$ cat src/rtl/lah_pkg.sv
package lah_pkg;
  localparam int NPORT = 5;
  localparam int P_CORE = 0;
  localparam int P_XP   = 1;
  localparam int P_XM   = 2;
  localparam int P_YP   = 3;
  localparam int P_YM   = 4;

  typedef logic [NPORT-1:0] port_oh_t;

  // Input port at the receiving router for a given direction of travel.
  function automatic port_oh_t entry_port(input port_oh_t mv);
    port_oh_t r;
    r = '0;
    if (mv[P_XP]) r[P_XM] = 1'b1;
    if (mv[P_XM]) r[P_XP] = 1'b1;
    if (mv[P_YP]) r[P_YM] = 1'b1;
    if (mv[P_YM]) r[P_YP] = 1'b1;
    return r;
  endfunction
endpackage

$ cat src/rtl/lah_xy_step.sv
module lah_xy_step
  import lah_pkg::*;
#(
  parameter int CW = 2
) (
  input  logic [CW-1:0] cur_x,
  input  logic [CW-1:0] cur_y,
  input  logic [CW-1:0] dst_x,
  input  logic [CW-1:0] dst_y,
  output port_oh_t      mv,
  output logic [CW-1:0] nxt_x,
  output logic [CW-1:0] nxt_y
);
  always_comb begin
    mv    = '0;
    nxt_x = cur_x;
    nxt_y = cur_y;
    if (dst_x > cur_x) begin
      mv[P_XP] = 1'b1;
      nxt_x    = cur_x + 1'b1;
    end else if (dst_x < cur_x) begin
      mv[P_XM] = 1'b1;
      nxt_x    = cur_x - 1'b1;
    end else if (dst_y > cur_y) begin
      mv[P_YP] = 1'b1;
      nxt_y    = cur_y + 1'b1;
    end else if (dst_y < cur_y) begin
      mv[P_YM] = 1'b1;
      nxt_y    = cur_y - 1'b1;
    end else begin
      mv[P_CORE] = 1'b1;
    end
  end
endmodule

$ cat src/rtl/lah_route_chain.sv
module lah_route_chain
  import lah_pkg::*;
#(
  parameter int CW     = 2,
  parameter int STAGES = 3
) (
  input  logic [CW-1:0] src_x,
  input  logic [CW-1:0] src_y,
  input  logic [CW-1:0] dst_x,
  input  logic [CW-1:0] dst_y,
  output port_oh_t      mv [STAGES]
);
  logic [CW-1:0] px [STAGES+1];
  logic [CW-1:0] py [STAGES+1];

  assign px[0] = src_x;
  assign py[0] = src_y;

  for (genvar s = 0; s < STAGES; s++) begin : g_hop
    lah_xy_step #(.CW(CW)) step_i (
      .cur_x (px[s]),
      .cur_y (py[s]),
      .dst_x (dst_x),
      .dst_y (dst_y),
      .mv    (mv[s]),
      .nxt_x (px[s+1]),
      .nxt_y (py[s+1])
    );
  end
endmodule

$ cat src/rtl/lah_wake_sel.sv
module lah_wake_sel
  import lah_pkg::*;
(
  input  port_oh_t mv0,
  input  port_oh_t mv1,
  input  port_oh_t mv2,
  output logic     req,
  output port_oh_t link,
  output port_oh_t port,
  output logic     far
);
  always_comb begin
    req  = 1'b0;
    link = '0;
    port = '0;
    far  = 1'b0;
    if (!mv0[P_CORE]) begin
      req  = 1'b1;
      link = mv0;
      if (mv1[P_CORE] || mv2[P_CORE]) begin
        port[P_CORE] = 1'b1;
      end else begin
        port = entry_port(mv1);
        far  = 1'b1;
      end
    end
  end
endmodule

$ cat src/rtl/lah_wakeup_gen.sv
module lah_wakeup_gen
  import lah_pkg::*;
#(
  parameter int MESH_X = 4,
  parameter int MESH_Y = 4,
  parameter int NUM_VC = 4,
  localparam int MAXD  = (MESH_X > MESH_Y) ? MESH_X : MESH_Y,
  localparam int CW    = (MAXD > 2) ? $clog2(MAXD) : 1,
  localparam int VCW   = (NUM_VC > 2) ? $clog2(NUM_VC) : 1
) (
  input  logic           clk,
  input  logic           rst,
  input  logic           head_vld,
  input  logic [VCW-1:0] head_vc,
  input  logic [CW-1:0]  dst_x,
  input  logic [CW-1:0]  dst_y,
  input  logic [CW-1:0]  loc_x,
  input  logic [CW-1:0]  loc_y,
  output logic           wk_vld,
  output logic [4:0]     wk_link,
  output logic [4:0]     wk_port,
  output logic [VCW-1:0] wk_vc,
  output logic           wk_far
);
  localparam int STAGES = 3;

  port_oh_t mv [STAGES];
  logic     s_req, s_far;
  port_oh_t s_link, s_port;

  lah_route_chain #(.CW(CW), .STAGES(STAGES)) chain_i (
    .src_x (loc_x),
    .src_y (loc_y),
    .dst_x (dst_x),
    .dst_y (dst_y),
    .mv    (mv)
  );

  lah_wake_sel sel_i (
    .mv0  (mv[0]),
    .mv1  (mv[1]),
    .mv2  (mv[2]),
    .req  (s_req),
    .link (s_link),
    .port (s_port),
    .far  (s_far)
  );

  always_ff @(posedge clk) begin
    if (rst) begin
      wk_vld  <= 1'b0;
      wk_link <= '0;
      wk_port <= '0;
      wk_vc   <= '0;
      wk_far  <= 1'b0;
    end else begin
      wk_vld  <= head_vld && s_req;
      wk_link <= (head_vld && s_req) ? s_link : '0;
      wk_port <= (head_vld && s_req) ? s_port : '0;
      wk_vc   <= head_vc;
      wk_far  <= head_vld && s_far;
    end
  end
endmodule

$ cat config.mk
export PLATFORM = sky130hd
export DESIGN_NAME = lah_wakeup_gen
export DESIGN_NICKNAME = d
export VERILOG_FILES = /design/src/rtl/lah_pkg.sv /design/src/rtl/lah_xy_step.sv /design/src/rtl/lah_route_chain.sv /design/src/rtl/lah_wake_sel.sv /design/src/rtl/lah_wakeup_gen.sv
export SDC_FILE = /design/constraint.sdc
export NUM_CORES = 1
export LEC_CHECK = 0
export ABC_AREA = 1
export BUFFER_PORTS_ARGS = -buffer_cell sky130_fd_sc_hd__buf_2
export CAP_MARGIN = 20
export CORE_ASPECT_RATIO = 1.25
export CORE_UTILIZATION = 55
export CTS_BUF_LIST = sky130_fd_sc_hd__clkbuf_16
export CTS_CLUSTER_DIAMETER = 150
export DETAILED_ROUTE_END_ITERATION = 7
export GPL_ROUTABILITY_DRIVEN = 0
export PLACE_DENSITY = 0.79
export SETUP_SLACK_MARGIN = 0.2
export SYNTH_ARGS = -nofsm -noshare
export SYNTH_HDL_FRONTEND = slang
export SYNTH_HIERARCHICAL = 1
export SYNTH_SLANG_ARGS = --single-unit
$ cat constraint.sdc
create_clock -name clk -period 4.2 [get_ports clk]
set_input_delay 0.21 -clock clk [delete_from_list [all_inputs] [get_ports clk]]
set_output_delay 0.21 -clock clk [all_outputs]
set_load 0.02 [all_outputs]
* After elaboration in Yosys (flattened, before gate mapping)
Index checks and enable logic that the tools add are counted.
Word-level totals: register bits after elaboration 14, input port bits 13, output and inout port bits 14, word-level logic and storage cells 83
Operators by class: add/sub/neg operators 8, order comparisons 12, muxes and demuxes 43, bitwise gates (word level) 1, reduce and logical (&&, ||, !) cells 9
Operators by type and width (count):
- $mux W1 | 29
- $mux W2 | 13
- $gt A2 B2 Y1 | 6
- $lt A2 B2 Y1 | 6
- $add A2 B1 Y2 const B | 4
- $reduce_or A4 Y1 | 2
- $sub A2 B1 Y2 const B | 4
- $reduce_or A6 Y1 | 1
- $reduce_or A5 Y1 | 1
- $mux W3 | 1
- $reduce_or A3 Y1 | 1
- $logic_and A1 B1 Y1 | 2
- $reduce_or A2 Y1 | 1
- $logic_or A1 B1 Y1 | 1
- $not A1 Y1 | 1

* Logic depth before layout (Yosys ltp)
word-level depth 19, gate-level depth with buffers 31

* Cells and area by module
The synthesis kept the hierarchy.
Modules (own cells, without submodules):
- lah_xy_step | instances 3, cells an instance 56, area an instance 295.3 um2, sequential area each 0.0 um2
- lah_wakeup_gen | instances 1, cells an instance 44, area an instance 434.2 um2, sequential area each 280.3 um2
- lah_wake_sel | instances 1, cells an instance 23, area an instance 95.1 um2, sequential area each 0.0 um2

* Worst setup path after synthesis
OpenSTA, ideal clock, no wires.
kind input to register, start point input loc_x[1], end point register wk_port[1], setup time 0.062 ns, arrival 3.136 ns, path slack 1.002 ns, stages on the path 27, buffers on the path 0, path through inv_1 > ha_1 > nand2_1 > nand2_2 > nand2_4 > clkinv_4 > nand2_1 > nor2_1 > nor2_1 > inv_2 > ha_1 > a21oi_1 > nand2_1 > nand2_1 > nor2_1 > nor2_1 > inv_2 > ha_1 > nand2_1 > nand2_1 > nand2_1 > nor2_1 > nor2_2 > nand2_2 > nor2_1 > inv_1 > nor2_2
RTL lines:
- from (decl) | line lah_wakeup_gen.sv:17 | input logic [CW-1:0] loc_x,
- to (signal assigned) | line lah_wakeup_gen.sv:59 | wk_port <= (head_vld && s_req) ? s_port : '0;
- to (decl) | line lah_wakeup_gen.sv:21 | output logic [4:0] wk_port,

==> impl_metrics.ini <==
[pwr]
p_comb_frac = 0.415
p_sw_mw = 0.200
p_leak_nw = 0.897
clockPowerShare = 0.327
power_density_nw_per_um2 = 370
peakVddDrop_mv = 0.250
intPower_mw = 0.351
swShare = 0.363
power.share.sequential = 0.258

[routing]
first_iter_violations = 11
routed-via-count = 1156
ant_nets = 0
vias_per_cell = 4.43
drt-pass1-iter-count = 4
wl_um = 2120
routedWlPerCell_um = 8.13
drc = 0

[synth]
synthCells = 202
syn_area_per_cell_um2 = 6.23
yosysWarnings = 6
synthesis.nets = 227
synthesis.area_um2 = 1260

[clock_network]
cts_setup_buffers = 0
clk_path_buf_depth = 2
numCtsBuffers = 3
postCtsResizedCells = 0
cts_tree = done
htreeDepth = 1
hold_buffers = 0
clk_pin_slew_ns = 0.05
cts_sinks = 14
ctsRootBufferMaster = clkbuf_16

[floorplan]
core_um2 = 2190
num_rows = 19
die_w_um = 44.8
fp.dieArea_um2 = 2490
chipHeight_um = 55.5
io_pins = 27
initial_core_util = 0.576

[finish]
fillers = 222
drive_above_1_share = 0.283
utilization = 0.680
num-nets-final = 256
area_delta_synth_final_pct = 18.2
most-common-layout-cells = inv_1 (49), nand2_1 (44), nor2_1 (28)
antenna_cells = 0
multi_input_area_um2 = 709
ff_latch_area_um2 = 280
final_common_cell = inv_1

[global_route]
grt_pass1_wl_um = 3930
grt.total_usage = 0.208
grt_max_degree = 12
grt-ovfl-total = 0
grt_pass1_vias = 1041
antenna_found_initial = 0

[sta]
rsz0062_at_grt = false
min_period_over_period = 0.734
final_hold_viol_count = 0
slew_viol_final = 0
finalCriticalPeriod_ns = 3.08
setup_ws_ns = 1.12
fmax_ghz = 0.325
finalSetupTns_ns = 0
setup_violations = 0

[worst_setup_path]
cp_max_fo = 5
cp.required_ns = 4.38
crit_type = input port to register
cp-end-kind = register
critPathLaunchType = input port
arrival_ns = 3.26

[worst_hold_path]
min_path_type = input port to register
hold_end = wk_vc[0]
min-delay-start = head_vc[0]
hold_path_depth = 3

[place]
portBuffers = 26
place_ws_ns = 0.858
hpwlAfterDp_um = 1850

[run]
maxCapViolations = 0

[run_status]
status = complete, no violations
## routing by layer
metal	vias up	share of wire	global-route usage	routed length, um
met3	5	0.018	0.0196	39
met5	-	0	0	0
li1	632	-	-	-
met2	21	0.55	0.372	1170
met4	0	0.022	0.108	46
met1	498	0.41	0.231	870
## area by class of cell
type                    count  area share
well taps                  31      0.0261
clock buffers               3      0.0505
multi-input cells         126       0.477
inverters                  60       0.168
clock inverters             1     0.00252
repair buffers             26      0.0875
flip-flops and latches     14       0.188
## worst max-delay path by stage
stage	startpoint	endpoint	slack, ns	depth (start not counted)
after floorplan	loc_x[1]	wk_port[1]	1.29	27
after global placement	dst_x[1]	wk_port[2]	0.91	28
after detailed placement	dst_x[1]	wk_port[3]	0.86	28
after CTS	dst_x[1]	wk_port[4]	1.09	28
after global routing	loc_x[1]	wk_port[4]	0.75	29
final	dst_x[1]	wk_port[4]	1.12	28
## worst max-delay path: stages
cell      delay (ns)
buf_2           0.12
ha_1            0.34
nand2_1         0.10
nand2_2         0.07
nand2_4         0.10
clkinv_4        0.06
nand2_1         0.05
nor2_1          0.04
nor2_1          0.27
inv_2           0.09
ha_1            0.32
nand2_1         0.06
nand2_1         0.12
nand3_1         0.08
nand2_1         0.08
nor2_1          0.04
nor2_1          0.10
inv_2           0.04
ha_1            0.28
nand2_1         0.07
nand2_1         0.05
nand2_1         0.05
nor2_1          0.04
nor2_2          0.12
nand2_2         0.09
nor2_1          0.09
inv_1           0.06
nor2_2          0.10
## state kept, by name (all words and copies together), names as in the netlist
name,cells
wk_far,1
wk_vld,1
wk_link,5
wk_port,5
wk_vc,2
## metrics by stage
step,power (mW),hold slack (ns),instance area (um2),cells
global placement,0.371,0.410,1410,257
finish,0.551,0.167,1490,261
detailed placement,0.375,0.423,1410,257
CTS,0.557,0.169,1490,261
global route,0.595,0.175,1490,261
floorplan,0.334,0.281,1260,202
## power by group through the flow
stage          clock [mW]  combinational (mW)  sequential (mW)
3_5_place_dp            0               0.231            0.145
5_1_grt             0.188               0.265            0.143
3_3_place_gp            0               0.227            0.144
2_1_floorplan           0               0.180            0.154
4_1_cts             0.182               0.232            0.142
6_report            0.180               0.229            0.142
Power figures use the tool's default switching activity.
